## src/rtl/ovl_pkg.sv

```systemverilog
package ovl_pkg;
  localparam int unsigned ALPHA_W = 4;
  localparam int unsigned RGB_W   = 24;

  typedef struct packed {
    logic [ALPHA_W-1:0] r;
    logic [ALPHA_W-1:0] g;
    logic [ALPHA_W-1:0] b;
  } alpha_t;

  localparam int unsigned ALPHA_PACK_W = $bits(alpha_t);
  localparam alpha_t ALPHA_OPAQUE = '{r: '1, g: '1, b: '1};
endpackage

```

## src/rtl/ovl_corner.sv

```systemverilog
module ovl_corner #(
  parameter int unsigned CW = 12
) (
  input  logic          clk_i,
  input  logic          rst_ni,
  input  logic [CW-1:0] off_i,
  input  logic [CW-1:0] size_i,
  output logic [CW:0]   last_o
);
  logic [CW:0] sum;

  assign sum    = {1'b0, off_i} + {1'b0, size_i};
  assign last_o = (sum == '0) ? '0 : sum - 1'b1;

  // zero-sized window at origin saturates to corner 0
  p_corner_sat_r2: assert property (@(posedge clk_i) disable iff (!rst_ni)
    (off_i == '0 && size_i == '0) |-> last_o == '0);

  p_corner_span_r2: assert property (@(posedge clk_i) disable iff (!rst_ni)
    (size_i != '0) |-> (last_o >= {1'b0, off_i}));
endmodule

```

## src/rtl/ovl_hit.sv

```systemverilog
module ovl_hit #(
  parameter int unsigned CW = 12
) (
  input  logic          en_i,
  input  logic [CW-1:0] x_i,
  input  logic [CW-1:0] y_i,
  input  logic [CW-1:0] x0_i,
  input  logic [CW-1:0] y0_i,
  input  logic [CW:0]   x1_i,
  input  logic [CW:0]   y1_i,
  output logic          hit_o
);
  logic in_x, in_y;

  assign in_x  = (x_i >= x0_i) && ({1'b0, x_i} <= x1_i);
  assign in_y  = (y_i >= y0_i) && ({1'b0, y_i} <= y1_i);
  assign hit_o = en_i && in_x && in_y;
endmodule

```

## src/rtl/ovl_prio.sv

```systemverilog
module ovl_prio #(
  parameter int unsigned NW = 5,
  localparam int unsigned IW = (NW > 1) ? $clog2(NW) : 1
) (
  input  logic          clk_i,
  input  logic          rst_ni,
  input  logic [NW-1:0] hit_i,
  output logic          valid_o,
  output logic [IW-1:0] sel_o
);
  always_comb begin
    valid_o = 1'b0;
    sel_o   = '0;
    for (int i = 0; i < NW; i++) begin
      if (hit_i[i]) begin
        valid_o = 1'b1;
        sel_o   = IW'(i);
      end
    end
  end

  // selected window hits and nothing above it does
  p_grant_top_r3: assert property (@(posedge clk_i) disable iff (!rst_ni)
    valid_o |-> ((hit_i >> sel_o) == NW'(1)));

  p_no_grant_r7: assert property (@(posedge clk_i) disable iff (!rst_ni)
    !valid_o |-> (hit_i == '0));
endmodule

```

## src/rtl/ovl_win_match.sv

```systemverilog
module ovl_win_match
  import ovl_pkg::*;
#(
  parameter int unsigned NW = 5,
  parameter int unsigned CW = 12,
  localparam int unsigned IW = (NW > 1) ? $clog2(NW) : 1
) (
  input  logic                     clk_i,
  input  logic                     rst_ni,
  input  logic [CW-1:0]            pix_x_i,
  input  logic [CW-1:0]            pix_y_i,
  input  logic [NW-1:0]            win_en_i,
  input  logic [NW-1:0]            win_ckey_en_i,
  input  logic [NW*CW-1:0]         win_off_x_i,
  input  logic [NW*CW-1:0]         win_off_y_i,
  input  logic [NW*CW-1:0]         win_size_x_i,
  input  logic [NW*CW-1:0]         win_size_y_i,
  input  logic [NW*ALPHA_PACK_W-1:0] win_alpha_i,
  input  logic [RGB_W-1:0]         bg_rgb_i,
  output logic                     win_hit_o,
  output logic [IW-1:0]            sel_win_o,
  output logic [ALPHA_W-1:0]       alpha_r_o,
  output logic [ALPHA_W-1:0]       alpha_g_o,
  output logic [ALPHA_W-1:0]       alpha_b_o,
  output logic                     ckey_en_o,
  output logic [RGB_W-1:0]         bg_rgb_o
);
  logic [NW-1:0] hit;
  alpha_t        win_alpha [NW];

  for (genvar i = 0; i < NW; i++) begin : g_win
    logic [CW:0] last_x, last_y;

    ovl_corner #(.CW(CW)) i_corner_x (
      .clk_i (clk_i),
      .rst_ni(rst_ni),
      .off_i (win_off_x_i[i*CW +: CW]),
      .size_i(win_size_x_i[i*CW +: CW]),
      .last_o(last_x)
    );

    ovl_corner #(.CW(CW)) i_corner_y (
      .clk_i (clk_i),
      .rst_ni(rst_ni),
      .off_i (win_off_y_i[i*CW +: CW]),
      .size_i(win_size_y_i[i*CW +: CW]),
      .last_o(last_y)
    );

    ovl_hit #(.CW(CW)) i_hit (
      .en_i (win_en_i[i]),
      .x_i  (pix_x_i),
      .y_i  (pix_y_i),
      .x0_i (win_off_x_i[i*CW +: CW]),
      .y0_i (win_off_y_i[i*CW +: CW]),
      .x1_i (last_x),
      .y1_i (last_y),
      .hit_o(hit[i])
    );

    // base plane has no blend or key capability
    if (i == 0) begin : g_base
      assign win_alpha[i] = ALPHA_OPAQUE;
    end else begin : g_ovl
      assign win_alpha[i] = alpha_t'(win_alpha_i[i*ALPHA_PACK_W +: ALPHA_PACK_W]);
    end
  end

  logic          any_hit;
  logic [IW-1:0] sel;

  ovl_prio #(.NW(NW)) i_prio (
    .clk_i  (clk_i),
    .rst_ni (rst_ni),
    .hit_i  (hit),
    .valid_o(any_hit),
    .sel_o  (sel)
  );

  alpha_t alpha_d;
  logic   ckey_d;

  always_comb begin
    alpha_d = '0;
    ckey_d  = 1'b0;
    if (any_hit) begin
      for (int i = 0; i < NW; i++) begin
        if (sel == IW'(i)) begin
          alpha_d = win_alpha[i];
          ckey_d  = (i != 0) && win_ckey_en_i[i];
        end
      end
    end
  end

  always_ff @(posedge clk_i or negedge rst_ni) begin
    if (!rst_ni) begin
      win_hit_o <= 1'b0;
      sel_win_o <= '0;
      alpha_r_o <= '0;
      alpha_g_o <= '0;
      alpha_b_o <= '0;
      ckey_en_o <= 1'b0;
      bg_rgb_o  <= '0;
    end else begin
      win_hit_o <= any_hit;
      sel_win_o <= sel;
      alpha_r_o <= alpha_d.r;
      alpha_g_o <= alpha_d.g;
      alpha_b_o <= alpha_d.b;
      ckey_en_o <= ckey_d;
      bg_rgb_o  <= any_hit ? '0 : bg_rgb_i;
    end
  end

  p_base_opaque_r5: assert property (@(posedge clk_i) disable iff (!rst_ni)
    (win_hit_o && sel_win_o == '0) |->
      (alpha_r_o == '1 && alpha_g_o == '1 && alpha_b_o == '1 && !ckey_en_o));

  p_sel_enabled_r6: assert property (@(posedge clk_i) disable iff (!rst_ni)
    win_hit_o |-> ((($past(win_en_i) >> sel_win_o) & NW'(1)) != '0));

  p_bg_on_miss_r7: assert property (@(posedge clk_i) disable iff (!rst_ni)
    ($past(rst_ni) && !win_hit_o) |-> (bg_rgb_o == $past(bg_rgb_i)));

  p_bg_on_hit_r7: assert property (@(posedge clk_i) disable iff (!rst_ni)
    win_hit_o |-> (bg_rgb_o == '0));

  p_sel_range_r1: assert property (@(posedge clk_i) disable iff (!rst_ni)
    win_hit_o |-> (sel_win_o < IW'(NW)));
endmodule

```

## config.mk

```make
export PLATFORM = sky130hd
export DESIGN_NAME = ovl_win_match
export DESIGN_NICKNAME = d
export VERILOG_FILES = /design/src/rtl/ovl_pkg.sv /design/src/rtl/ovl_corner.sv /design/src/rtl/ovl_hit.sv /design/src/rtl/ovl_prio.sv /design/src/rtl/ovl_win_match.sv
export SDC_FILE = /design/constraint.sdc
export NUM_CORES = 1
export LEC_CHECK = 0
export ABC_AREA = 1
export BUFFER_PORTS_ARGS = -buffer_cell sky130_fd_sc_hd__buf_2
export CORE_ASPECT_RATIO = 1.4
export CORE_UTILIZATION = 62
export CTS_CLUSTER_SIZE = 30
export DETAILED_ROUTE_END_ITERATION = 10
export PLACE_DENSITY = 0.95
export SLEW_MARGIN = 15
export SYNTH_ARGS = -nofsm -noshare
export SYNTH_HDL_FRONTEND = slang
export SYNTH_SLANG_ARGS = --single-unit
```

## constraint.sdc

```tcl
create_clock -name clk_i -period 1.19 [get_ports clk_i]
set_clock_uncertainty 0.2 [all_clocks]
set_input_delay 0.238 -clock clk_i [delete_from_list [all_inputs] [get_ports clk_i]]
set_output_delay 0.238 -clock clk_i [all_outputs]
set_load 0.01 [all_outputs]
```

==> results of run 1 <==
==> repair_timing <==
item | CTS
setup buffers | 15
gates cloned | 3
endpoints found under the hold margin | 57
endpoints found under the setup margin | 82
resized for setup | 112
pin swaps | 64
hold buffers | 17
==> stage by stage <==
stage / instances / hold WS [ps] / setup slack, ps / utilization (%) / area [sq um]
4_1_cts: 4336 / 11.2 / -3250 / 92.4 / 25500
2_1_floorplan: 2944 / -258 / -2890 / - / 17600
3_5_place_dp: 4295 / 27.4 / -3850 / 89.1 / 24600
3_3_place_gp: 4295 / 20.2 / -3380 / 89.1 / 24600
==> routing by layer <==
metal	GRT overflow	track usage [%]
met5	2	38.1
met4	150	94.1
met3	5	77.6
met2	337	103
met1	12	82.1
==> logic make-up after synthesis <==
| group | synth area share (%) |
|---|---|
| adders and majority gates | 27.9 |
| xor gates and xnor gates | 5.15 |
| AOI/OAI and AO/OA | 8.51 |
| and+or+nand+nor | 39.7 |
| DFF | 5.90 |
| buffers and inverters | 12.8 |
==> reports/qor.csv, run 1 <==
stage,metric,value,unit
outcome,status,stopped before the end,
outcome,Failed at,global routing,
outcome,Halt Reason,[ERROR GRT-0116] Global routing finished with congestion. Check the congestion regions in the DRC Viewer.,
logic_synthesis,top-area cell type share of the netlist area,26.8,%
global_routing,vias in the first global route,34300,
clocking,Root Driver,clkbuf_16,
logic_synthesis,"Top FF cell, synth",dfrtp_1,
global_routing,total track usage,87.5,%
logic_synthesis,Area contributors post-synth,"ha_1, nand2_1, inv_1, nand3_1, dfrtp_1",
die,Chip Height,200,microns
logic_synthesis,Cells after Synth,2944,
global_routing,GRT Residual Overflow,506,
clocking,TritonCTS Buffers,5,
logic_synthesis,number of synthesized flops with an enable pin,0,
die,Die Width,144,microns
die,FP Rows,72,
logic_synthesis,Synth Area per Inst,5.91,sq um
logic_synthesis,Synth area leader,ha_1,
logic_synthesis,"Cell Area, Synth",17400,sq um
logic_synthesis,"top cells by count, synth","nand2_1, inv_1, ha_1",
placed_design,Routability Congestion,1.05,
die,initial core utilization,63.1,%
logic_synthesis,"Distinct cells, synth",53,
clocking,clk buf depth,2,
placed_design,DP HPWL,66800,microns
logic_synthesis,sequential-to-total area share from yosys stat,5.90,%
clocking,H-tree Lvls,2,
logic_synthesis,syn nets,3686,
logic_synthesis,Seq cells post-synth,41,
clocking,clock tree sinks,41,
logic_synthesis,Syn. warnings,0,
global_routing,largest net degree at the start of global routing,42,
placed_design,IO buf count,387,
logic_synthesis,Post-synth ARST share,100,%
global_routing,global-route wire length before repair,199000,microns
die,I/O pin count,401,
logic_synthesis,most common cell in the synthesized netlist,nand2_1,
==> inputs of run 2 (changes only) <==
--- a/config.mk
+++ b/config.mk
@@ -7,11 +7,9 @@
 export LEC_CHECK = 0
 export ABC_AREA = 1
 export BUFFER_PORTS_ARGS = -buffer_cell sky130_fd_sc_hd__buf_2
-export CORE_ASPECT_RATIO = 1.4
-export CORE_UTILIZATION = 62
-export CTS_CLUSTER_SIZE = 30
+export CORE_UTILIZATION = 40
 export DETAILED_ROUTE_END_ITERATION = 10
-export PLACE_DENSITY = 0.95
+export PLACE_DENSITY_LB_ADDON = 0.15
 export SLEW_MARGIN = 15
 export SYNTH_ARGS = -nofsm -noshare
 export SYNTH_HDL_FRONTEND = slang
==> run 2 against run 1 <==
Synthesized cell count is the same. The flow now finishes, with violations (setup timing). Synthesized area unchanged.
==> reports/qor.csv, run 2 <==
stage,metric,value,unit,change
sta,final cycle utilization of the critical path,356,%,
clocking,clock transition at the registers of the reported paths,60,ps,
logic_synthesis,Cells after Synth,2944,,unchanged
worst_setup_path,startpoint class of the critical path,input pin,,
die,I/O pin count,401,,unchanged
placed_design,dpl ws,-3540,ps,+306 ps
pwr,pwr/cell area,730,nW/um^2,
sta,Slew Limit Fails,0,,
finish,Fillers,4053,,
worst_setup_path,CP max-delay cell,fa_2,,
logic_synthesis,Synth Area per Inst,5.91,sq um,unchanged
worst_setup_path,"Req. time, crit path",1170,ps,
worst_setup_path,CP Data Arrival Time,4220,ps,
clocking,TritonCTS Buffers,5,,unchanged
logic_synthesis,syn nets,3686,,unchanged
sta,final setup margin,-3050,ps,
logic_synthesis,"top cells by count, synth","nand2_1, inv_1, ha_1",,
pwr,Net Sw Frac,46.2,%,
sta,# setup viols final,82,,
global_routing,M3 GR Usage,2.64,%,
route,1st-iter DRT viols,1092,,
clocking,clock tree sinks,41,,unchanged
worst_setup_path,crit path launch,win_off_x_i[36],,
die,Die Width,211,microns,+47%
logic_synthesis,Post-synth ARST share,100,%,unchanged
route,Via-to-Cell Ratio,4.91,,
pwr,Clock power frac,7.7,%,
placed_design,DP HPWL,56400,microns,-16%
sta,Worst Tran Pin Value,398,ps,
finish,area occupied by multi-input gates,15600,sq um,
logic_synthesis,most common cell in the synthesized netlist,nand2_1,,
pwr,Comb power frac,83.7,%,
global_routing,largest net degree at the start of global routing,42,,
global_routing,total track usage,28.8,%,
finish,Largest Register,bg_rgb_o,,
worst_setup_path,most frequent CP cell,nand2_1,,
sta,Final Hold Fails,0,,
run,max cap viols,0,,
worst_hold_path,min-delay worst type,input pin to register,,
die,initial core utilization,40.5,%,-23 points
sta,RSZ-0062 raised after global routing,true,,
global_routing,antenna violations before repair,11,,
outcome,failing checks,setup timing,,
worst_setup_path,largest stage delay on the critical path,560,ps,
logic_synthesis,"Top FF cell, synth",dfrtp_1,,
worst_setup_path,Worst Path Max Fanout,6,,
logic_synthesis,Synth area leader,ha_1,,
logic_synthesis,top-area cell type share of the netlist area,26.8,%,unchanged
logic_synthesis,Syn. warnings,0,,unchanged
die,Die ar.,44300,sq um,
clocking,H-tree Lvls,2,,unchanged
route,DRC viols,0,,
placed_design,IO buf count,387,,unchanged
placed_design,Routability Congestion,0.951,,-9.4%
logic_synthesis,Area contributors post-synth,"ha_1, nand2_1, inv_1, nand3_1, dfrtp_1",,
finish,Final nets,4794,,
global_routing,met1 usage,37.2,%,
finish,max reg flops,24,,
finish,Reg area,1030,sq um,
route,Pre-antenna DRT Iters,5,,
sta,FMAX,236,MHz,
worst_setup_path,endpoint type of the worst setup path,register,,
pwr,Worst VDD drop,0.743,mV,
global_routing,global-route wire length before repair,105000,microns,
global_routing,GRT busiest layer,met2,,
clocking,clk buf depth,2,,unchanged
pwr,sequential share of power,8.7,%,
sta,Worst slew margin,73.3,%,
global_routing,GRT Residual Overflow,0,,
placed_design,dpl cell area,25200,sq um,+2.6%
logic_synthesis,Seq cells post-synth,41,,unchanged
route,routed length per placed instance,14.5,microns,
clocking,TritonCTS clock tree,done,,
finish,share of cells above drive strength 1,36.5,%,
logic_synthesis,sequential-to-total area share from yosys stat,5.90,%,unchanged
logic_synthesis,number of synthesized flops with an enable pin,0,,unchanged
finish,Synth-to-Final Area Change,58.8,%,
die,core area,43000,sq um,
worst_setup_path,Crit Path Category,input pin to register,,
pwr,NetSw,9.32,mW,
logic_synthesis,"Distinct cells, synth",53,,unchanged
route,WL final,67400,microns,
pwr,leak pwr,16.1,nW,
finish,"commonest non-fill, non-tap cell in the layout",nand2_1,,
finish,most frequent cells in the layout,"nand2_1, buf_4, inv_1",,
die,FP Rows,76,,+5.6%
route,Vias,22800,,
global_routing,met2 usage,51.1,%,
clocking,Root Driver,clkbuf_16,,
outcome,status,finished with violations,,
pwr,Internal,10.8,mW,
die,Chip Height,211,microns,+5.2%
sta,min Tclk post-route,4240,ps,
logic_synthesis,"Cell Area, Synth",17400,sq um,unchanged
worst_hold_path,hold_sp,bg_rgb_i[20],,
route,Antenna Nets Post-Route,0,,
global_routing,vias in the first global route,22100,,
finish,fin area,27600,sq um,
run 2: per-layer routing:
layer,up-vias,part of all wire (%)
li1,11800,-
met1,10300,44
met2,595,48
met3,96,5.4
met4,10,2.3
met5,-,0.10
run 2: logic make-up after synthesis:
kind of cell    Yosys count  synth area share [%]
simple gates           1578                  39.7
buf+inv                 574                  12.8
fa+ha+maj               382                  27.9
compound gates          271                  8.51
xor+xnor                 98                  5.15
flops                    41                  5.90
run 2: layout make-up:
type                    instances  area share [%]
clock buffers                   5           0.453
multi-input cells            2330            56.4
repair inverters                2          0.0589
repair buffers               1120            28.9
flip-flops and latches         41            3.71
diodes                          6          0.0544
well taps                     585            2.65
inverters                     552            7.67
clock inverters                 3           0.159
run 2: worst paths after layout:
| path | slack, ps | endpoint | cells after the start |
|---|---|---|---|
| setup / recovery | -3050 | alpha_r_o[1] | 34 |
| hold / removal | 20 | bg_rgb_o[20] | 3 |
| max in group asynchronous | 320 | bg_rgb_o[13] | 3 |
| min in group asynchronous | 270 | alpha_b_o[3] | 3 |
run 2: critical path, delay by kind of cell:
family,cells,cell delay [ps]
and+or+nand+nor,16,1280
buffers and inverters,10,1040
AOI/OAI and AO/OA,4,490
adders and majority gates,4,1150
run 2: metrics by stage:
stage / total power [mW] / util, % / setup TNS (ps) / instances / hold WS [ps]
after floorplan: 9.85 / - / -113490 / 2944 / -258
after global placement: 16.1 / 58.6 / -134830 / 4554 / 24.5
after detailed placement: 16.5 / 58.6 / -139930 / 4554 / 27.2
after CTS: 18.7 / 61.1 / -123750 / 4613 / 5.86
after global routing: 22.1 / 64.2 / -134080 / 4642 / 23.1
final: 20.2 / 64.3 / -122330 / 4644 / 18.7
run 2: power groups by stage:
| stage | registers, mW | logic, mW | clock network (mW) |
|---|---|---|---|
| after global routing | 1.77 | 18.7 | 1.61 |
| after CTS | 1.74 | 15.4 | 1.57 |
| after detailed placement | 1.76 | 14.7 | 0 |
| final | 1.75 | 16.9 | 1.55 |
| after floorplan | 1.90 | 7.95 | 0 |
| after global placement | 1.76 | 14.4 | 0 |
run 2: timing repair:
item                                    CTS  global route
endpoints found under the setup margin   82            82
endpoints found under the hold margin    60             0
hold buffers                             20             0
gates cloned                              5             5
resized for setup                        79           258
setup buffers                            26            21
pin swaps                                35           120
Note: power is estimated with default switching activity, not from simulation.
==> inputs of run 3 (changes only) <==
--- a/config.mk
+++ b/config.mk
@@ -8,9 +8,11 @@
 export ABC_AREA = 1
 export BUFFER_PORTS_ARGS = -buffer_cell sky130_fd_sc_hd__buf_2
 export CORE_UTILIZATION = 40
+export CTS_BUF_LIST = sky130_fd_sc_hd__clkbuf_4
 export DETAILED_ROUTE_END_ITERATION = 10
 export PLACE_DENSITY_LB_ADDON = 0.15
 export SLEW_MARGIN = 15
 export SYNTH_ARGS = -nofsm -noshare
 export SYNTH_HDL_FRONTEND = slang
+export SYNTH_HIERARCHICAL = 1
 export SYNTH_SLANG_ARGS = --single-unit
==> constraint.sdc (replaced) <==
create_clock -name clk_i -period 4 [get_ports clk_i]
set_clock_uncertainty 0.2 [all_clocks]
set_input_delay 0.8 -clock clk_i [delete_from_list [all_inputs] [get_ports clk_i]]
set_output_delay 0.8 -clock clk_i [all_outputs]
set_load 0.01 [all_outputs]
==> run 3 against run 2 <==
The run still ends with setup timing left. Count of clock-buffer cells in the layout did not move. Global-route usage fell by 4.9 points. First-iteration DRC count fell by 14%. Clock power fell by 86%. Synthesized cell count rose by 23%. Worst hold slack improved by 350 ps. Routed wire length fell by 4.7%. Critical path depth rose by 3. Cell count rose by 13%. Non-clock buffer count fell by 162. Cell area rose by 5.4%. Critical endpoint unchanged. Highest routed layer unchanged.
==> reports/qor.csv, run 3 <==
stage,metric,value,unit,change
run,max cap viols,0,,unchanged
sta,Worst Tran Pin Value,919,ps,+520 ps
sta,Slew Limit Fails,0,,unchanged
logic_synthesis,"top cells by count, synth","nand2_1, inv_1, ha_1",,
logic_synthesis,top-area cell type share of the netlist area,22.8,%,-4.0 points
pwr,leak pwr,17.9,nW,+11%
route,Vias,24200,,+6.1%
sta,min Tclk post-route,4620,ps,
sta,Worst slew margin,38.8,%,-35 points
route,1st-iter DRT viols,935,,-14%
logic_synthesis,Synth Area per Inst,5.62,sq um,-4.9%
sta,Hold WS,368,ps,+350 ps
finish,share of cells above drive strength 1,33.1,%,-3.4 points
outcome,status,finished with violations,,
global_routing,global-route wire length before repair,102000,microns,-2.8%
sta,# setup viols final,41,,-50%
sta,FMAX,216,MHz,
finish,Final nets,5303,,+11%
placed_design,DP HPWL,52900,microns,-6.2%
logic_synthesis,"Cell Area, Synth",20300,sq um,+17%
sta,RSZ-0062 raised after global routing,true,,
pwr,pwr/cell area,198,nW/um^2,-73%
clocking,clk buf depth,2,,unchanged
finish,Largest Register,bg_rgb_o,,
finish,fin area,29100,sq um,+5.4%
placed_design,Routability Congestion,0.909,,-4.5%
finish,Synth-to-Final Area Change,43.2,%,
route,WL met3,1970,microns,-46%
sta,Total Neg Setup Slack,-21060,ps,+101270 ps
logic_synthesis,Seq cells post-synth,41,,unchanged
logic_synthesis,number of synthesized flops with an enable pin,0,,unchanged
clocking,H-tree Lvls,2,,unchanged
global_routing,vias in the first global route,22100,,-0.40%
worst_setup_path,startpoint class of the critical path,input pin,,
route,Antenna Nets Post-Route,0,,unchanged
route,Pre-antenna DRT Iters,6,,+1
global_routing,total track usage,23.9,%,-4.9 points
pwr,Worst VDD drop,0.123,mV,-83%
logic_synthesis,"Distinct cells, synth",37,,-30%
placed_design,dpl cell area,27100,sq um,+7.6%
clocking,TritonCTS Buffers,5,,unchanged
worst_setup_path,CP Data Arrival Time,4710,ps,+490 ps
clocking,Root Driver,clkbuf_4,,
logic_synthesis,"Top FF cell, synth",dfrtp_1,,
logic_synthesis,Area contributors post-synth,"ha_1, nand2_1, inv_1, nand3_1, dfrtp_1",,
route,wire length on met2,32400,microns,+0.50%
logic_synthesis,Cells after Synth,3620,,+23%
clocking,clock tree sinks,41,,unchanged
die,Die ar.,51700,sq um,+17%
worst_setup_path,endpoint type of the worst setup path,register,,
finish,most frequent cells in the layout,"nand2_1, inv_1, buf_4",,
sta,final cycle utilization of the critical path,116,%,
clocking,clock transition at the registers of the reported paths,140,ps,+80 ps
route,M1 WL,28800,microns,-3.9%
placed_design,placed insts,5163,,+13%
logic_synthesis,syn nets,4360,,+18%
die,FP Rows,82,,+7.9%
logic_synthesis,Synth area leader,ha_1,,
logic_synthesis,sequential-to-total area share from yosys stat,5.05,%,-0.85 points
route,top routing layer used,met5,,
placed_design,IO buf count,387,,unchanged
die,Chip Height,227,microns,+8.0%
route,WL final,64200,microns,-4.7%
global_routing,largest net degree at the start of global routing,42,,unchanged
outcome,failing checks,setup timing,,
clocking,TritonCTS clock tree,done,,
die,initial core utilization,40.5,%,+0.061 points
placed_design,dpl ws,-1070,ps,+2470 ps
finish,max reg flops,24,,unchanged
worst_setup_path,Crit Path Category,input pin to register,,
logic_synthesis,Syn. warnings,6,,+6
die,I/O pin count,401,,unchanged
sta,final setup margin,-622,ps,+2430 ps
worst_setup_path,CP max-delay cell,fa_2,,
global_routing,GRT Residual Overflow,0,,unchanged
finish,"commonest non-fill, non-tap cell in the layout",nand2_1,,
worst_setup_path,largest stage delay on the critical path,370,ps,-190 ps
worst_setup_path,"Req. time, crit path",4090,ps,+2920 ps
finish,Final Util,58.0,%,-6.2 points
sta,Final Hold Fails,0,,unchanged
die,Die Width,227,microns,+8.0%
logic_synthesis,Post-synth ARST share,100,%,unchanged
worst_setup_path,Worst Path Max Fanout,6,,unchanged
route,routed length per placed instance,12.3,microns,-16%
pwr,Final Power,5.77,mW,-71%
logic_synthesis,most common cell in the synthesized netlist,nand2_1,,
worst_hold_path,min-delay worst type,input pin to async pin,,
worst_setup_path,most frequent CP cell,nand2_2,,
die,core area,50200,sq um,+17%
route,DRC viols,0,,unchanged
finish,Layout Cells excl Fill,5238,,+13%
global_routing,antenna violations before repair,3,,-8
route,Via-to-Cell Ratio,4.62,,-5.9%
run 3: changes by cell type in the layout (fill, tap and decap cells not counted), sizes merged, moves of 14 or more:
cell         delta
nand2         +411
inv           +293
buf           -140
nand3         +105
nand4          -65
xor2           -40
nand3b         +32
or2            -31
nor2           +24
dlygate4sd3    -20
o21ai          -16
a21oi          -14
nor4           -14
run 3: worst max-delay path by stage:
stage / start / cells after the start / end
3_3_place_gp: win_off_x_i[36] / 34 / ckey_en_o
3_5_place_dp: win_off_x_i[24] / 33 / ckey_en_o
2_1_floorplan: win_off_x_i[36] / 32 / alpha_g_o[1]
4_1_cts: win_off_x_i[48] / 36 / alpha_b_o[0]
6_report: win_size_x_i[48] / 37 / alpha_r_o[1]
5_1_grt: win_off_x_i[52] / 34 / alpha_r_o[1]
run 3: power by group:
group / internal, mW / switching, mW / leakage (nW) / total (mW)
Clock: 0.0668 / 0.145 / 0.0326 / 0.212
Combinational: 2.32 / 2.73 / 17.4 / 5.05
Sequential: 0.494 / 0.0206 / 0.519 / 0.515
Total: 2.88 / 2.89 / 17.9 / 5.77
run 3: critical path: cells and delay by family:
| kind | cells | cell delay (ps) |
|---|---|---|
| adder cells (fa/ha/maj) | 3 | 710 |
| AND/OR/NAND/NOR | 21 | 1820 |
| buffers and inverters | 10 | 910 |
| AO/OA/AOI/OAI | 3 | 410 |
run 3: metal layers:
metal	GRT usage, %	vias up
met1	29.7	10600
li1	-	13100
met3	1.41	77
met2	45.5	411
met5	0	-
met4	3.62	2
run 3: layout make-up:
cell class / count / area, sq um
diodes: 2 / 5.00
well taps: 672 / 841
flip-flops and latches: 41 / 1030
clock buffers: 5 / 37.5
multi-input cells: 2712 / 17400
inverters: 845 / 3180
fillers: 5161 / 21100
repair buffers: 958 / 6640
clock inverters: 3 / 17.5
run 3: repair_timing:
item	4_1_cts	5_1_grt
resized for setup	156	159
setup buffers	37	20
endpoints found under the setup margin	41	41
hold buffers	0	0
pin swaps	40	94
gates cloned	8	4
run 3: cell families (layout without fill, tap and decap cells):
kind of cell / after synthesis / count (layout) / share of synthesized area, %
AO/OA/AOI/OAI: 230 / 230 / 6.17
adder cells (fa/ha/maj): 380 / 380 / 23.8
buffers and inverters: 872 / 1811 / 16.8
XOR/XNOR: 66 / 66 / 2.84
flip-flops: 41 / 41 / 5.05
AND/OR/NAND/NOR: 2031 / 2036 / 45.3
other: 0 / 2 / 0
